$ cat src/rtl/pwm_gc_pkg.sv
package pwm_gc_pkg;
  localparam int unsigned OFF_EN_SET   = 32'h04;
  localparam int unsigned OFF_EN_CLR   = 32'h08;
  localparam int unsigned OFF_EN_STAT  = 32'h0C;
  localparam int unsigned OFF_IM_SET   = 32'h10;
  localparam int unsigned OFF_IM_CLR   = 32'h14;
  localparam int unsigned OFF_IM_STAT  = 32'h18;
  localparam int unsigned OFF_IRQ_STAT = 32'h1C;

  localparam int DATA_W = 32;

  typedef enum logic [2:0] {
    SEL_NONE,
    SEL_EN_SET,
    SEL_EN_CLR,
    SEL_EN_STAT,
    SEL_IM_SET,
    SEL_IM_CLR,
    SEL_IM_STAT,
    SEL_IRQ_STAT
  } reg_sel_e;
endpackage

$ cat src/rtl/pwm_gc_decode.sv
module pwm_gc_decode
  import pwm_gc_pkg::*;
#(
  parameter int ADDR_W = 8
) (
  input  logic              strobe_i,
  input  logic [ADDR_W-1:0] addr_i,
  output reg_sel_e          sel_o
);
  always_comb begin
    sel_o = SEL_NONE;
    if (strobe_i) begin
      if      (addr_i == ADDR_W'(OFF_EN_SET))   sel_o = SEL_EN_SET;
      else if (addr_i == ADDR_W'(OFF_EN_CLR))   sel_o = SEL_EN_CLR;
      else if (addr_i == ADDR_W'(OFF_EN_STAT))  sel_o = SEL_EN_STAT;
      else if (addr_i == ADDR_W'(OFF_IM_SET))   sel_o = SEL_IM_SET;
      else if (addr_i == ADDR_W'(OFF_IM_CLR))   sel_o = SEL_IM_CLR;
      else if (addr_i == ADDR_W'(OFF_IM_STAT))  sel_o = SEL_IM_STAT;
      else if (addr_i == ADDR_W'(OFF_IRQ_STAT)) sel_o = SEL_IRQ_STAT;
    end
  end
endmodule

$ cat src/rtl/pwm_gc_w1reg.sv
// Bit-vector register changed only through write-one set / write-one clear.
module pwm_gc_w1reg #(
  parameter int W = 4
) (
  input  logic         clk_i,
  input  logic         rst_ni,
  input  logic         set_i,
  input  logic         clr_i,
  input  logic [W-1:0] data_i,
  output logic [W-1:0] q_o
);
  logic [W-1:0] q;

  always_ff @(posedge clk_i or negedge rst_ni) begin
    if (!rst_ni)    q <= '0;
    else if (set_i) q <= q | data_i;
    else if (clr_i) q <= q & ~data_i;
  end

  assign q_o = q;
endmodule

$ cat src/rtl/pwm_gc_pend.sv
// Sticky event latch; an ack clears old bits but never drops a same-edge event.
module pwm_gc_pend #(
  parameter int W = 4
) (
  input  logic         clk_i,
  input  logic         rst_ni,
  input  logic [W-1:0] evt_i,
  input  logic         ack_i,
  output logic [W-1:0] q_o
);
  logic [W-1:0] q;
  logic [W-1:0] kept;

  assign kept = ack_i ? '0 : q;

  always_ff @(posedge clk_i or negedge rst_ni) begin
    if (!rst_ni) q <= '0;
    else         q <= kept | evt_i;
  end

  assign q_o = q;
endmodule

$ cat src/rtl/pwm_gc_top.sv
module pwm_gc_top
  import pwm_gc_pkg::*;
#(
  parameter int NCH    = 4,
  parameter int ADDR_W = 8
) (
  input  logic              clk_i,
  input  logic              rst_ni,
  input  logic              bus_wr_i,
  input  logic              bus_rd_i,
  input  logic [ADDR_W-1:0] bus_addr_i,
  input  logic [31:0]       bus_wdata_i,
  output logic [31:0]       bus_rdata_o,
  input  logic [NCH-1:0]    period_end_i,
  output logic [NCH-1:0]    chan_en_o,
  output logic              irq_o
);
  localparam int PAD_W = DATA_W - NCH;

  reg_sel_e       wr_sel;
  reg_sel_e       rd_sel;
  logic [NCH-1:0] wr_bits;
  logic [NCH-1:0] chan_en;
  logic [NCH-1:0] irq_mask;
  logic [NCH-1:0] irq_pend;
  logic [NCH-1:0] rd_bits;
  logic [31:0]    rd_word;
  logic [31:0]    rdata_q;

  pwm_gc_decode #(.ADDR_W(ADDR_W)) u_wr_dec (
    .strobe_i (bus_wr_i),
    .addr_i   (bus_addr_i),
    .sel_o    (wr_sel)
  );

  pwm_gc_decode #(.ADDR_W(ADDR_W)) u_rd_dec (
    .strobe_i (bus_rd_i),
    .addr_i   (bus_addr_i),
    .sel_o    (rd_sel)
  );

  assign wr_bits = bus_wdata_i[NCH-1:0];

  generate
    if (NCH < DATA_W) begin : g_pad
      logic unused_wdata_hi;
      assign unused_wdata_hi = ^bus_wdata_i[DATA_W-1:NCH];
      assign rd_word = {{PAD_W{1'b0}}, rd_bits};
    end else begin : g_full
      assign rd_word = rd_bits;
    end
  endgenerate

  pwm_gc_w1reg #(.W(NCH)) u_chan_en (
    .clk_i  (clk_i),
    .rst_ni (rst_ni),
    .set_i  (wr_sel == SEL_EN_SET),
    .clr_i  (wr_sel == SEL_EN_CLR),
    .data_i (wr_bits),
    .q_o    (chan_en)
  );

  pwm_gc_w1reg #(.W(NCH)) u_irq_mask (
    .clk_i  (clk_i),
    .rst_ni (rst_ni),
    .set_i  (wr_sel == SEL_IM_SET),
    .clr_i  (wr_sel == SEL_IM_CLR),
    .data_i (wr_bits),
    .q_o    (irq_mask)
  );

  pwm_gc_pend #(.W(NCH)) u_irq_pend (
    .clk_i  (clk_i),
    .rst_ni (rst_ni),
    .evt_i  (period_end_i),
    .ack_i  (rd_sel == SEL_IRQ_STAT),
    .q_o    (irq_pend)
  );

  always_comb begin
    unique case (rd_sel)
      SEL_EN_STAT:  rd_bits = chan_en;
      SEL_IM_STAT:  rd_bits = irq_mask;
      SEL_IRQ_STAT: rd_bits = irq_pend;
      default:      rd_bits = '0;
    endcase
  end

  always_ff @(posedge clk_i or negedge rst_ni) begin
    if (!rst_ni)       rdata_q <= '0;
    else if (bus_rd_i) rdata_q <= rd_word;
  end

  assign bus_rdata_o = rdata_q;
  assign chan_en_o   = chan_en;
  assign irq_o       = |(irq_pend & irq_mask);
endmodule

$ cat config.mk
export PLATFORM = sky130hd
export DESIGN_NAME = pwm_gc_top
export DESIGN_NICKNAME = d
export VERILOG_FILES = /design/src/rtl/pwm_gc_pkg.sv /design/src/rtl/pwm_gc_decode.sv /design/src/rtl/pwm_gc_w1reg.sv /design/src/rtl/pwm_gc_pend.sv /design/src/rtl/pwm_gc_top.sv
export SDC_FILE = /design/constraint.sdc
export NUM_CORES = 1
export LEC_CHECK = 0
export ABC_CLOCK_PERIOD_IN_PS = 1400
export BUFFER_PORTS_ARGS = -buffer_cell sky130_fd_sc_hd__buf_2
export CORE_ASPECT_RATIO = 0.8
export CORE_MARGIN = 2
export CORE_UTILIZATION = 30
export CTS_BUF_LIST = sky130_fd_sc_hd__clkbuf_8
export CTS_CLUSTER_DIAMETER = 50
export DETAILED_ROUTE_END_ITERATION = 6
export PLACE_DENSITY = 0.61
export SLEW_MARGIN = 0
export SYNTH_ARGS = -nofsm -noshare
export SYNTH_HDL_FRONTEND = slang
export SYNTH_SLANG_ARGS = --single-unit
$ cat constraint.sdc
create_clock -name clk_i -period 1.4 [get_ports clk_i]
set_input_delay 0.14 -clock clk_i [delete_from_list [all_inputs] [get_ports clk_i]]
set_output_delay 0.14 -clock clk_i [all_outputs]
set_load 0.01 [all_outputs]
==> impl_summary.log <==
[metrics] gate count after technology mapping: 104
[metrics] net switching power: 253 µW
[metrics] CTS tree: built
[metrics] final critical path time including I/O delays and setup: 1.17 ns
[metrics] kind of start point of the critical path: flip-flop
[metrics] portion of the post-synthesis area used by sequential elements: 38.0%
[metrics] number of warnings printed during yosys synthesis: 0
[metrics] pre-CTS worst setup slack: 0.0124 ns
[metrics] maximum number of pins on one net before global-route repair: 17
[metrics] result of the run: finished clean
[metrics] final setup TNS: 0 ns
[metrics] max-cap violation count: 0
[metrics] Max Buffers Root-to-Sink: 2
[metrics] initial cell density of the core: 31.0%
[metrics] fin worst setup slack: 0.231 ns
[metrics] net switching share of the total power: 24.4%
[metrics] via count of the first global-routing pass: 713
[metrics] Setup CP Type: reg -> out
[metrics] setup slack, reg-to-reg: 0.39 ns
[metrics] post-route total power: 1.03 mW
[metrics] CP Data Arrival Time: 1.03 ns
[metrics] final period utilization: 83.5%
[metrics] leading area contributor after synthesis: dfrtp_1
[metrics] detailed placement HPWL: 1710 µm
[metrics] post-route cell area: 0.00121 mm²
[metrics] hold-critical path endpoint: u_irq_pend.q_o[2]$_DFF_PN0_
[metrics] final number of setup-violating endpoints: 0
[metrics] overall overflow remaining after global route: 0
[metrics] Clk Tree Root Cell: clkbuf_8
[metrics] row count: 19
[metrics] critical path's slowest cell: dfrtp_1
[metrics] Pleak: 0.606 nW
[metrics] upper clock frequency limit: 856 MHz
[metrics] number of levels in the clock H-tree: 1
[metrics] placed inst area: 0.00114 mm²
[metrics] Critical Path Fanout Max: 3
[metrics] Fin Clk Skew: 0.00359 ns
[metrics] most frequent cells in the layout: conb_1 (28), buf_2 (28), dfrtp_1 (16)
[metrics] share of the synthesized area in the top cell type: 38.0%
[metrics] combinational share of power: 15.3%
[metrics] Synth-to-Final Area Change: 14.5%
[metrics] maximum single-stage delay on the critical path: 0.40 ns
[metrics] fraction of registers with async set/reset: 100%
[metrics] path depth of the worst reg2reg path: 3
[metrics] Reg2Reg Launch Point: u_irq_pend.q_o[1]$_DFF_PN0_
[metrics] RePlAce Congestion: 0.774
[metrics] synthesized area divided by synthesized cell count: 10.1 µm²
[metrics] TritonCTS Sinks: 16
[metrics] clock network fraction of total power: 38.2%
[metrics] initial antenna violation count: 0
[metrics] RSZ-0062 raised after global routing: false
[metrics] flip-flop and latch count after synthesis: 16
[metrics] clock latency reported for the late side of the worst-skew pair: 0.24 ns
[metrics] number of flops mapped to enable cells by yosys: 0
[metrics] antenna diode count: 0
[metrics] Hold/Removal Path Class: in -> reg
[metrics] floorplan die area: 0.00401 mm²
[metrics] Hold Fails Final Rpt: 0
[metrics] drt wl/cell: 11.0 µm
[metrics] series of cell instances along the critical path: a22oi_1 > nand2_1 > buf_2
[metrics] hold path depth: 2
[metrics] cell count after placement: 174
[metrics] gr usage total: 10.4%
[metrics] Clock Pin Slew Worst Setup and Hold Paths: 0.06 ns
[metrics] count of unique library cells instantiated by Yosys: 25
[metrics] number of antenna-violating nets in the routed design: 0
[metrics] worst hold slack across all endpoints: 0.0717 ns
[metrics] startpoint of the worst hold path: period_end_i[2]
[metrics] Flop pwr share: 46.5%
[metrics] number of buffers added by the clock tree synthesis step: 3
[metrics] first-pass GRT wire length: 3340 µm
[metrics] Critical Path Sink Type: primary output
[metrics] buffers inserted by post-CTS timing repair: 0
[metrics] height of the chip: 57.0 µm
[metrics] total standard cell area after synthesis: 0.00105 mm²
[metrics] number of design-rule violations left by the first detailed-router iteration: 19
[metrics] number of cells in the finished layout apart from fillers: 179
[metrics] utilization of the core after routing: 35.5%
[metrics] share of layout cells above drive strength 1: 30.7%
[metrics] Internal Dissipation: 782 µW
[metrics] TritonRoute pass-1 iters: 4
[metrics] number of vias in the routed layout: 779
[metrics] fin. max-slew vios: 0
[metrics] final net count: 186
[metrics] Req. time, crit path: 1.26 ns
[metrics] largest vdd supply drop: 0.716 mV
[metrics] power density cells: 856 mW/mm²
[metrics] total length of routed wires: 1980 µm
[metrics] endpoint of the lowest-slack register-to-register path: bus_rdata_o[1]$_DFFE_PN0P_
[metrics] DRC errors left: 0
[metrics] main area contributors after synthesis: dfrtp_1 (38%), buf_4 (21%), mux2_2 (4.3%)
[metrics] top-level I/O count: 85
[metrics] placeable core region: 0.00340 mm²
[metrics] Die W: 70.3 µm
[metrics] detailed-route vias per instance: 4.35
[metrics] IO Port Bufs: 28
[metrics] predominant post-synthesis flop cell: dfrtp_1
## synthesized netlist by cell type, types with 3 or more instances
cell,instances
a211oi_1,4
dfrtp_1,16
mux2i_1,4
nor2b_1,5
nor2_1,4
a21o_1,4
nor3_1,4
a221o_1,4
buf_4,29
mux2_2,4
nand2_1,3
nand3_1,5
a31oi_1,4
## power groups by stage
stage                     logic (mW)  registers, mW  clock network, mW
after floorplan                0.151          0.487                  0
after global placement         0.154          0.489                  0
after detailed placement       0.156          0.490                  0
after CTS                      0.158          0.481              0.408
after global routing           0.176          0.482              0.427
final                          0.158          0.481              0.395
## worst max-delay path, delay by kind of cell (launching register included)
kind	cells	cell delay, ns
flops	1	0.40
compound gates	1	0.18
buf+inv	1	0.14
simple gates	1	0.07
## how the worst max path moves through the flow
| stage | start | end | slack, ns | cells past startpoint |
|---|---|---|---|---|
| after floorplan | bus_addr_i[1] | flip-flop | 0.18 | 3 |
| after global placement | bus_addr_i[1] | flip-flop | 0.02 | 4 |
| after detailed placement | bus_addr_i[1] | flip-flop | 0.01 | 4 |
| after CTS | flip-flop | irq_o | 0.22 | 3 |
| after global routing | flip-flop | irq_o | 0.16 | 3 |
| final | flip-flop | irq_o | 0.23 | 3 |
## cell families after synthesis
family	after synthesis	synth area share [%]
flip-flops	16	38.0
multiplexers	8	8.07
AO/OA/AOI/OAI	18	13.3
buffers and inverters	31	22.1
other	1	0.356
AND/OR/NAND/NOR	30	18.3
## layout make-up
class,count,area [µm²]
repair buffers,32,173
clock buffers,4,55.1
well taps,42,52.6
fillers,356,2190
multi-input cells,84,523
flip-flops and latches,16,400
inverters,1,3.75
## what timing repair did
action,4_1_cts,5_1_grt
setup endpoints to repair,0,0
hold buffers,1,0
gates resized for setup,0,0
endpoints found under the hold margin,16,0
## per-layer routing
layer  routed length (µm)  global-route usage, %
met1                  835                   12.7
met2                  959                   18.1
met3                  180                   4.59
met4                    0                  0.824
met5                    0                      0
(Power assumes the default switching activity.)
